## src/rtl/flash_wr_pkg.sv

```systemverilog
// Package: shared types and elaboration-time helpers for the flash write
// sequencer. Assumes every interval is a non-negative nanosecond count.
package flash_wr_pkg;

    typedef enum logic [2:0] {
        ST_IDLE,
        ST_SETUP,
        ST_WE_LOW,
        ST_WE_HOLD,
        ST_RECOVER,
        ST_SYNC_PREP
    } fws_state_e;

    typedef struct packed {
        logic ce_n;
        logic we_n;
        logic adv_n;
    } fws_strobe_t;

    // Nanoseconds to cycles, rounding up; nonzero input never yields zero.
    function automatic int fws_ns2cyc(input int ns, input int period_ns);
        return (ns <= 0) ? 0 : (ns + period_ns - 1) / period_ns;
    endfunction

    function automatic int fws_max(input int a, input int b);
        return (a > b) ? a : b;
    endfunction

    // Strobe levels belonging to each state.
    function automatic fws_strobe_t fws_decode(input fws_state_e s);
        fws_strobe_t o;
        o = '{ce_n: 1'b1, we_n: 1'b1, adv_n: 1'b1};
        case (s)
            ST_SETUP:     o = '{ce_n: 1'b0, we_n: 1'b1, adv_n: 1'b0};
            ST_WE_LOW:    o = '{ce_n: 1'b0, we_n: 1'b0, adv_n: 1'b0};
            ST_WE_HOLD:   o = '{ce_n: 1'b0, we_n: 1'b1, adv_n: 1'b1};
            ST_SYNC_PREP: o = '{ce_n: 1'b0, we_n: 1'b1, adv_n: 1'b1};
            default:      o = '{ce_n: 1'b1, we_n: 1'b1, adv_n: 1'b1};
        endcase
        return o;
    endfunction

endpackage

```

## src/rtl/fws_interval_timer.sv

```systemverilog
// Loadable down-counter. A load of N makes expired rise after N cycles,
// counting the first cycle after the load. Assumes N >= 1.
module fws_interval_timer #(
    parameter int CNT_W = 4
) (
    input  logic             clk,
    input  logic             rst_n,
    input  logic             load,
    input  logic [CNT_W-1:0] load_val,
    output logic             expired
);
    logic [CNT_W-1:0] cnt;

    // Count down toward zero, reloading on request.
    always_ff @(posedge clk) begin
        if (!rst_n)               cnt <= '0;
        else if (load)            cnt <= load_val - 1'b1;
        else if (cnt != '0)       cnt <= cnt - 1'b1;
    end

    assign expired = (cnt == '0);

    assert_load_nonzero_R3: assert property (@(posedge clk) disable iff (!rst_n)
        load |-> (load_val != '0));

endmodule

```

## src/rtl/fws_boot_guard.sv

```systemverilog
// Counts cycles after reset release and raises done once LIMIT cycles have
// passed; done then stays high until the next reset.
module fws_boot_guard #(
    parameter int LIMIT = 40
) (
    input  logic clk,
    input  logic rst_n,
    output logic done
);
    localparam int CW = $clog2(LIMIT + 1);

    logic [CW-1:0] cnt;

    // Advance until the limit, then hold.
    always_ff @(posedge clk) begin
        if (!rst_n)     cnt <= '0;
        else if (!done) cnt <= cnt + 1'b1;
    end

    assign done = (cnt == CW'(LIMIT));

    assert_done_sticky_R1: assert property (@(posedge clk) disable iff (!rst_n)
        done |=> done);

endmodule

```

## src/rtl/fws_since_counter.sv

```systemverilog
// Saturating count of whole cycles since the last restart pulse. It starts
// saturated, meaning no write-enable rise has happened yet.
module fws_since_counter #(
    parameter int SAT = 10
) (
    input  logic                         clk,
    input  logic                         rst_n,
    input  logic                         restart,
    output logic [$clog2(SAT+1)-1:0]     count
);
    localparam int CW = $clog2(SAT + 1);

    // Restart at zero on the pulse, otherwise climb until saturation.
    always_ff @(posedge clk) begin
        if (!rst_n)                   count <= CW'(SAT);
        else if (restart)             count <= '0;
        else if (count != CW'(SAT))   count <= count + 1'b1;
    end

    assert_since_bounded_R9: assert property (@(posedge clk) disable iff (!rst_n)
        count <= CW'(SAT));

endmodule

```

## src/rtl/flash_wr_seq.sv

```systemverilog
// Top: write-cycle sequencer for an asynchronous flash bus. It accepts one
// write at a time, generates the chip/write/address strobes with registered
// outputs, enforces reset/voltage setup, high-time and status turnaround,
// and prepares chip enable for a following synchronous burst read.
// Assumes clk runs at CLK_PERIOD_NS and that sync_req is held until burst_go.
module flash_wr_seq
    import flash_wr_pkg::*;
#(
    parameter int ADDR_W          = 8,
    parameter int DATA_W          = 16,
    parameter int CLK_PERIOD_NS   = 5,
    parameter int T_RST_REC_NS    = 150,
    parameter int T_WE_LOW_NS     = 40,
    parameter int T_ADDR_SETUP_NS = 40,
    parameter int T_WE_HIGH_NS    = 20,
    parameter int T_STAT_TURN_NS  = 20,
    parameter int T_VPP_SETUP_NS  = 200,
    parameter int T_SYNC_CE_NS    = 9,
    parameter int T_SYNC_CLK_NS   = 15
) (
    input  logic              clk,
    input  logic              rst_n,
    input  logic              req_valid,
    output logic              req_ready,
    input  logic [ADDR_W-1:0] req_addr,
    input  logic [DATA_W-1:0] req_data,
    input  logic              req_cmd,
    input  logic              sync_req,
    output logic              burst_go,
    output logic              fl_ce_n,
    output logic              fl_we_n,
    output logic              fl_oe_n,
    output logic              fl_adv_n,
    output logic [ADDR_W-1:0] fl_addr,
    output logic [DATA_W-1:0] fl_data,
    output logic              fl_vpp_en,
    output logic              fl_wp_n
);
    localparam int P          = CLK_PERIOD_NS;
    localparam int RST_CYC    = fws_ns2cyc(T_RST_REC_NS, P);
    localparam int VPP_CYC    = fws_ns2cyc(T_VPP_SETUP_NS, P);
    localparam int BOOT_CYC   = fws_max(fws_max(RST_CYC, VPP_CYC), 1);
    localparam int LOW_CYC    = fws_max(fws_max(fws_ns2cyc(T_WE_LOW_NS, P),
                                        fws_ns2cyc(T_ADDR_SETUP_NS, P) - 1), 1);
    localparam int HIGH_CYC   = fws_max(fws_ns2cyc(T_WE_HIGH_NS, P), 1);
    localparam int REC_CMD    = fws_max(HIGH_CYC, fws_ns2cyc(T_STAT_TURN_NS, P));
    localparam int CE_GAP     = fws_ns2cyc(T_SYNC_CE_NS, P);
    localparam int CLK_GAP    = fws_ns2cyc(T_SYNC_CLK_NS, P);
    localparam int SAT        = fws_max(fws_max(CE_GAP, CLK_GAP), 1);
    localparam int TMR_W      = $clog2(fws_max(LOW_CYC, REC_CMD) + 1);
    localparam int SINCE_W    = $clog2(SAT + 1);

    fws_state_e        state, state_nx;
    fws_strobe_t       strobe_q;
    logic [ADDR_W-1:0] addr_q;
    logic [DATA_W-1:0] data_q;
    logic              cmd_q;
    logic              vpp_q;
    logic              boot_done;
    logic              tmr_load;
    logic [TMR_W-1:0]  tmr_val;
    logic              tmr_expired;
    logic              we_rise;
    logic              accept;
    logic [SINCE_W-1:0] since_we;
    logic              ce_gap_ok;

    fws_boot_guard #(.LIMIT(BOOT_CYC)) u_boot (
        .clk   (clk),
        .rst_n (rst_n),
        .done  (boot_done)
    );

    fws_interval_timer #(.CNT_W(TMR_W)) u_timer (
        .clk      (clk),
        .rst_n    (rst_n),
        .load     (tmr_load),
        .load_val (tmr_val),
        .expired  (tmr_expired)
    );

    fws_since_counter #(.SAT(SAT)) u_since (
        .clk     (clk),
        .rst_n   (rst_n),
        .restart (we_rise),
        .count   (since_we)
    );

    assign ce_gap_ok = (int'(since_we) + 1) >= CE_GAP;
    assign burst_go  = (state == ST_SYNC_PREP) && (int'(since_we) >= CLK_GAP - 1);
    assign req_ready = (state == ST_IDLE) && boot_done;
    assign accept    = req_ready && req_valid;
    assign we_rise   = (state == ST_WE_LOW) && tmr_expired;

    // Next-state and timer-load decision.
    always_comb begin
        state_nx = state;
        tmr_load = 1'b0;
        tmr_val  = '0;
        case (state)
            ST_IDLE: begin
                if (accept)
                    state_nx = ST_SETUP;
                else if (boot_done && sync_req && ce_gap_ok)
                    state_nx = ST_SYNC_PREP;
            end
            ST_SETUP: begin
                state_nx = ST_WE_LOW;
                tmr_load = 1'b1;
                tmr_val  = TMR_W'(LOW_CYC);
            end
            ST_WE_LOW: begin
                if (tmr_expired) state_nx = ST_WE_HOLD;
            end
            ST_WE_HOLD: begin
                state_nx = ST_RECOVER;
                tmr_load = 1'b1;
                tmr_val  = cmd_q ? TMR_W'(REC_CMD) : TMR_W'(HIGH_CYC);
            end
            ST_RECOVER: begin
                if (tmr_expired) state_nx = ST_IDLE;
            end
            ST_SYNC_PREP: begin
                if (burst_go) state_nx = ST_IDLE;
            end
            default: state_nx = ST_IDLE;
        endcase
    end

    // State and registered strobe outputs, updated together.
    always_ff @(posedge clk) begin
        if (!rst_n) begin
            state    <= ST_IDLE;
            strobe_q <= '{ce_n: 1'b1, we_n: 1'b1, adv_n: 1'b1};
        end else begin
            state    <= state_nx;
            strobe_q <= fws_decode(state_nx);
        end
    end

    // Capture the request fields at acceptance.
    always_ff @(posedge clk) begin
        if (!rst_n) begin
            addr_q <= '0;
            data_q <= '0;
            cmd_q  <= 1'b0;
        end else if (accept) begin
            addr_q <= req_addr;
            data_q <= req_data;
            cmd_q  <= req_cmd;
        end
    end

    // Program-voltage and write-protect release become valid after reset.
    always_ff @(posedge clk) begin
        if (!rst_n) vpp_q <= 1'b0;
        else        vpp_q <= 1'b1;
    end

    assign fl_ce_n   = strobe_q.ce_n;
    assign fl_we_n   = strobe_q.we_n;
    assign fl_adv_n  = strobe_q.adv_n;
    assign fl_oe_n   = 1'b1;
    assign fl_addr   = addr_q;
    assign fl_data   = data_q;
    assign fl_vpp_en = vpp_q;
    assign fl_wp_n   = vpp_q;

    assert_we_inside_ce_R5: assert property (@(posedge clk) disable iff (!rst_n)
        !fl_we_n |-> !fl_ce_n);

    assert_ce_leads_we_R2: assert property (@(posedge clk) disable iff (!rst_n)
        $fell(fl_we_n) |-> ($past(fl_ce_n) == 1'b0));

    assert_bus_stable_R4: assert property (@(posedge clk) disable iff (!rst_n)
        (!fl_ce_n && !$past(fl_ce_n)) |-> ($stable(fl_addr) && $stable(fl_data)));

    assert_idle_strobes_R6: assert property (@(posedge clk) disable iff (!rst_n)
        req_ready |-> (fl_ce_n && fl_we_n));

    assert_vpp_before_we_R8: assert property (@(posedge clk) disable iff (!rst_n)
        !fl_we_n |-> (fl_vpp_en && fl_wp_n));

    assert_sync_ce_gap_R9: assert property (@(posedge clk) disable iff (!rst_n)
        ($fell(fl_ce_n) && fl_adv_n) |-> (int'(since_we) >= CE_GAP));

    assert_handoff_release_R10: assert property (@(posedge clk) disable iff (!rst_n)
        burst_go |=> fl_ce_n);

endmodule

```

## config.mk

```make
export PLATFORM = sky130hd
export DESIGN_NAME = flash_wr_seq
export DESIGN_NICKNAME = d
export VERILOG_FILES = /design/src/rtl/flash_wr_pkg.sv /design/src/rtl/fws_interval_timer.sv /design/src/rtl/fws_boot_guard.sv /design/src/rtl/fws_since_counter.sv /design/src/rtl/flash_wr_seq.sv
export SDC_FILE = /design/constraint.sdc
export NUM_CORES = 1
export LEC_CHECK = 0
export ABC_AREA = 1
export CORE_MARGIN = 2
export CORE_UTILIZATION = 40
export CTS_CLUSTER_SIZE = 16
export DETAILED_ROUTE_END_ITERATION = 12
export DONT_BUFFER_PORTS = 1
export PLACE_DENSITY = 0.62
export SLEW_MARGIN = 20
export SYNTH_ARGS = -nofsm -noshare
export SYNTH_HDL_FRONTEND = slang
export SYNTH_SLANG_ARGS = --single-unit
```

## constraint.sdc

```tcl
create_clock -name clk -period 1.4 [get_ports clk]
set_input_delay 0 -clock clk [delete_from_list [all_inputs] [get_ports clk]]
set_output_delay 0 -clock clk [all_outputs]
set_load 0.005 [all_outputs]
```

==> reports/results.tsv, run 1 <==
metric	value	unit
hold_viol	25	
cts_hold_buf	25	
core	4350	sq um
start_util	41.7	%
nFillCells	394	
critPathCaptureType	register	
rsz0062_at_grt	true	
io_buffer_count	0	
via_per_inst	5.09	
layout-drive-gt1-share	24.6	%
synth-xor-area-share	1.45	%
fin_crit_sh	102	%
grt_use_total	17.1	%
first_iter_violations	72	
fin_worst_skew	0.00726	ns
combPwrFrac	17.2	%
antenna_found_initial	0	
pwr-share-seq	49.3	%
worstHoldPathCells	2	
multiInputGateArea	908	sq um
status	complete, but fails checks	
violations	hold timing, setup timing	
rows	24	
cts_buffers	5	
grt_overflow	0	
nets	295	
grt_pass1_vias	1583	
hold_class	in2reg	
cts_max_level	2	
min_period	1.43	ns
synth-compound-area-share	12.0	%
die_y	71.3	um
layout.cells.most_common	dfxtp_1	
setup_viol	10	
drc	0	
synth_fp_nets	261	
synth_fa_ha_area_share	4.14	%
pwr-share-clk	33.5	%
cts_tree	done	
muxShareOfSynthArea	0	%
maxSlewViolCount	0	
avgSynthCellArea	8.03	sq um
syn2layout_area_growth	33.2	%
dp_worst_setup_slack	-0.0179	ns
io_pins	61	
worstPathArrival	1.65	ns
clockBufferDepth	2	
grt_max_degree	27	
maxCapViolCount	0	
wire_per_inst	14.0	um
final_cell_mix	dfxtp_1, nand2_1, dlygate4sd3_1	
critPathLaunchType	register	
peakVddDrop	0.000461	V
cts.sinks	43	
syn_inst	226	
p_leak	0.889	nW
grt_pass1_wl	6910	um
fp.dieW	71.3	um
critPathRequiredTime	1.62	ns
internal_power	2.05	mW
clkLatencyLatePin	0.29	ns
crit_fanout	3	
hpwl	2560	um
crit_type	reg2reg	
n_antenna_cell	0	
seq_area	867	sq um
synth-main-ff-cell	dfxtp_1	
cts_root_buf	clkbuf_8	
dieArea	5090	sq um
fin_ws	-0.0309	ns
synth_top_family_by_area	simple AND/OR/NAND/NOR gates	
syn_area	1810	sq um
synth_edf_count	0	
hold_ws	-0.147	ns
p_switching	0.696	mW
synthSimpleGateAreaFrac	25.9	%
power_per_cell_area	1140	nW/um^2
ff2ff_path_depth	8	
fmaxAchievable	699	MHz
vias	1588	
drtAntennaViolNets	0	
yosysWarnings	0	
yosysSeqAreaShare	47.4	%
clkTransAtPathRegs	0.08	ns
yosys.cell_types.count	29	
place.gp.congestion	0.749	
async_flop_share	0	%
swShare	25.3	%
synth-seq-cells	43	
firstDrtPassIters	4	
finalWirelength	4360	um
## power by group through the flow
stage	combinational (mW)	clock, mW	sequential [mW]
floorplan	0.307	0	1.36
global placement	0.368	0	1.37
detailed placement	0.376	0	1.37
CTS	0.449	0.940	1.34
global route	0.557	0.986	1.36
finish	0.472	0.919	1.35
## sequential cells by signal, summed over array words and instances, names as in the netlist
signal	cells
state	3
fl_addr	8
u_since.count	2
u_boot.cnt	6
fl_ce_n	1
fl_adv_n	1
fl_data	16
fl_vpp_en	1
u_timer.cnt	4
fl_we_n	1
## synth_stat cells (2+ instances only)
cell | instances | share of area (%)
inv_2 | 3 | 0.62
nand3_1 | 34 | 9.4
o21ai_0 | 10 | 2.8
nand3_2 | 2 | 1.1
a21oi_1 | 31 | 8.6
ha_1 | 6 | 4.1
nand2_1 | 34 | 7.0
inv_1 | 15 | 3.1
buf_4 | 3 | 1.2
xor2_1 | 2 | 0.97
buf_2 | 4 | 1.1
clkbuf_1 | 3 | 0.62
nor2_1 | 19 | 3.9
dfxtp_1 | 43 | 47
clkinv_2 | 2 | 0.55
buf_6 | 2 | 1.2
## cells by family (layout without fill, tap and decap cells)
kind of cell | count (synthesis) | in the layout
buffers and inverters | 33 | 67
XOR/XNOR | 3 | 3
adder cells (fa/ha/maj) | 6 | 6
AO/OA/AOI/OAI | 43 | 43
AND/OR/NAND/NOR | 97 | 97
other | 1 | 1
flip-flops | 43 | 43
## layout make-up
class	instances	share of cell area [%]
multi-input combinational	150	37.6
timing repair buffer	40	16.4
clock inverter	1	1.24
clock buffer	6	3.00
inverter	20	3.21
sequential	43	35.9
tap	52	2.69
## per-stage QoR
stage               utilization (%)  cell area [sq um]  cells  setup TNS (ns)  total power [mW]
CTS                            54.4               2370    312          -0.558              2.73
global route                   55.5               2420    312           -2.27              2.91
finish                         55.5               2420    312          -0.153              2.75
detailed placement             43.2               1880    275         -0.0570              1.74
global placement               43.2               1880    275               0              1.73
floorplan                         -               1810    226               0              1.67
## per-layer routing
layer,vias up,share of wire [%],track usage [%]
met5,-,0,0
met4,0,1.4,6.50
met3,7,4.9,4.64
met2,41,50,29.7
met1,734,44,20.0
li1,806,-,-
## path summary, 6_finish.rpt
kind                                                 start                       to  slack (ns)
worst max-delay path            u_boot.cnt[1]$_SDFFE_PN0P_  fl_data[3]$_SDFFE_PN0P_       -0.03
worst min-delay path                             req_valid  fl_data[5]$_SDFFE_PN0P_       -0.15
worst max register to register  u_boot.cnt[1]$_SDFFE_PN0P_  fl_data[3]$_SDFFE_PN0P_       -0.03
worst min register to register     fl_data[3]$_SDFFE_PN0P_  fl_data[3]$_SDFFE_PN0P_        0.49
## critical path: stages (launching register included)
cell     delay (ns)
dfxtp_2        0.33
inv_2          0.07
ha_4           0.15
nand3_4        0.08
nor3_4         0.27
buf_4          0.16
buf_4          0.11
nand3_2        0.06
a21oi_1        0.13
## repair_timing
action                                  CTS  global route
gates cloned                              1             0
pin swaps                                 8             8
resized for setup                        17            19
buffers inserted                          4             1
endpoints found under the setup margin   22            27
endpoints found under the hold margin    40            25
Power figures use the tool's default switching activity.
==> inputs of run 2 (changes only) <==
CORE_UTILIZATION = 50   (was 40)
PLACE_DENSITY = 0.74   (was 0.62)
SETUP_SLACK_MARGIN = 0.05   (was unset)
==> run 2 against run 1 <==
Against the previous run: the run ends with hold timing left; sequential power about the same; fmax grew 4.4%; critical path depth decreased by 3; largest cell class is now sequential cells; critical endpoint is now req_ready; total power down 12%; setup slack improved by 0.060 ns; core utilization grew 11 points; global-route usage up 4.5 points; register-to-register slack better by 0.08 ns; first-iteration DRC count shrank 2.8%.
==> reports/results.tsv, run 2 (synthesized netlist as in run 1, its figures left out) <==
metric	value	unit	change
grt_overflow	0		unchanged
rows	21		-13%
crit_path_top_delay_cell	dfxtp_2		
violations	hold timing		
clkLatencyLatePin	0.34	ns	+0.05 ns
n_antenna_cell	0		unchanged
fin_worst_skew	0.00719	ns	-0.0000612 ns
fmaxAchievable	729	MHz	+4.4%
maxCapViolCount	0		unchanged
clockBufferDepth	2		unchanged
hold_viol	28		+12%
status	complete, but fails checks		
top_usage_layer	met2		
fp.dieW	64.2	um	-10%
worstPathArrival	1.37	ns	-0.28 ns
finalWirelength	4040	um	-7.4%
via_per_inst	5.25		+3.2%
syn2layout_area_growth	25.0	%	
cp_cell_sequence	inv_2 -> ha_4 -> nand3_4 -> nor3_4 -> buf_12		
cts_max_level	2		unchanged
hold_ws	-0.195	ns	-0.0474 ns
antenna_found_initial	0		unchanged
peakVddDrop	0.000706	V	+53%
layout.cells.most_common	dfxtp_1		
final_core_util	66.4	%	+11 points
critPathRequiredTime	1.40	ns	-0.22 ns
cp_num_buf_inv	2		-1
setup_viol	0		-10
hold_class	in2reg		
ff2ff_path_depth	8		unchanged
clkTransAtPathRegs	0.12	ns	+0.04 ns
grt_max_degree	30		+11%
min_period	1.37	ns	-0.0598 ns
maxSlewViolCount	0		unchanged
grt_pass1_wl	6960	um	+0.71%
place.gp.congestion	0.846		+13%
drtAntennaViolNets	0		unchanged
fin_ws	0.0289	ns	+0.0598 ns
wire_per_inst	13.5	um	-3.7%
crit_type	reg2out		
worstHoldPathCells	2		unchanged
drc	0		unchanged
fin_crit_sh	97.9	%	-4.3 points
rsz0062_at_grt	true		
crit_fanout	25		+22
power_per_cell_area	1070	nW/um^2	-5.9%
cts.sinks	43		unchanged
critPathCaptureType	primary output		
layout-drive-gt1-share	20.9	%	-3.7 points
met2_usage	39.3	%	+9.6 points
crit_cells	5		-3
dieArea	4130	sq um	-19%
dp_worst_setup_slack	0.0101	ns	+0.0280 ns
largest_register_ffs	16		unchanged
grt_use_total	21.6	%	+4.5 points
r2r_slack	0.05	ns	+0.08 ns
p_leak	0.846	nW	-4.8%
cts_hold_buf	25		unchanged
first_iter_violations	70		-2.8%
grtUsageMet1	24.1	%	+4.2 points
cts_tree	done		
place_area	1880	sq um	about the same
io_buffer_count	0		unchanged
final_cell_mix	dfxtp_1, nand3_1, a21oi_1		
gr-usage-met3	4.93	%	+0.29 points
io_pins	61		unchanged
cts_buffers	5		unchanged
power	2.43	mW	-12%
critPathLaunchType	register		
final_area	2270	sq um	-6.1%
die_y	64.2	um	-10%
core	3420	sq um	-22%
hpwl	2530	um	-1.4%
grt_pass1_vias	1586		+0.19%
firstDrtPassIters	4		unchanged
critical-path-max-stage-delay	0.34	ns	about the same
cts_root_buf	clkbuf_4		
vias	1576		-0.76%
nets	289		-2.0%
cp_top_family	flip-flops		
start_util	53.1	%	+11 points
[run 2: worst register-to-register path: cells and delay by family, from the launching register on]
kind / cells / cell delay, ns
flops: 1 / 0.34
simple gates: 4 / 0.44
fa+ha+maj: 1 / 0.14
buf+inv: 2 / 0.24
compound gates: 1 / 0.07
[run 2: final timing paths]
| path | from | endpoint |
|---|---|---|
| hold reg to reg | fl_data[8]$_SDFFE_PN0P_ | fl_data[8]$_SDFFE_PN0P_ |
| hold / removal | req_valid | fl_addr[0]$_SDFFE_PN0P_ |
| setup / recovery | u_boot.cnt[1]$_SDFFE_PN0P_ | req_ready |
| setup reg to reg | u_boot.cnt[1]$_SDFFE_PN0P_ | fl_data[10]$_SDFFE_PN0P_ |
[run 2: report_power, final]
part           internal (mW)  leakage (nW)  switching (mW)
Sequential              1.30         0.350          0.0489
Clock                  0.233        0.0341           0.376
Combinational          0.224         0.462           0.244
Total                   1.76         0.846           0.669
[run 2: per-layer routing]
metal	vias up	share of wire, %	routed length [um]
li1	798	-	-
met1	722	41	1640
met2	49	53	2140
met3	7	5.2	210
met4	0	1.4	55
met5	-	0	0
[run 2: final cells by class]
class / count / area (sq um)
clock buffer: 6 / 51.3
clock inverter: 1 / 5.00
fill: 279 / 1150
inverter: 20 / 77.6
multi-input combinational: 150 / 863
sequential: 43 / 867
tap: 46 / 57.6
timing repair buffer: 34 / 347
[run 2: repair_timing]
item / 4_1_cts / 5_1_grt
cloned: 0 / 0
setup buffers: 2 / 0
setup endpoints to repair: 26 / 34
pin swaps: 2 / 1
hold endpoints to repair: 39 / 26
resized for setup: 4 / 20
[run 2: metrics by stage]
step	cells	hold WS [ns]	TNS, ns
detailed placement	266	0.0283	0
global placement	266	0.0283	0
floorplan	226	0.0277	0
global route	300	-0.211	-0.304
finish	300	-0.195	0
CTS	300	-0.210	0
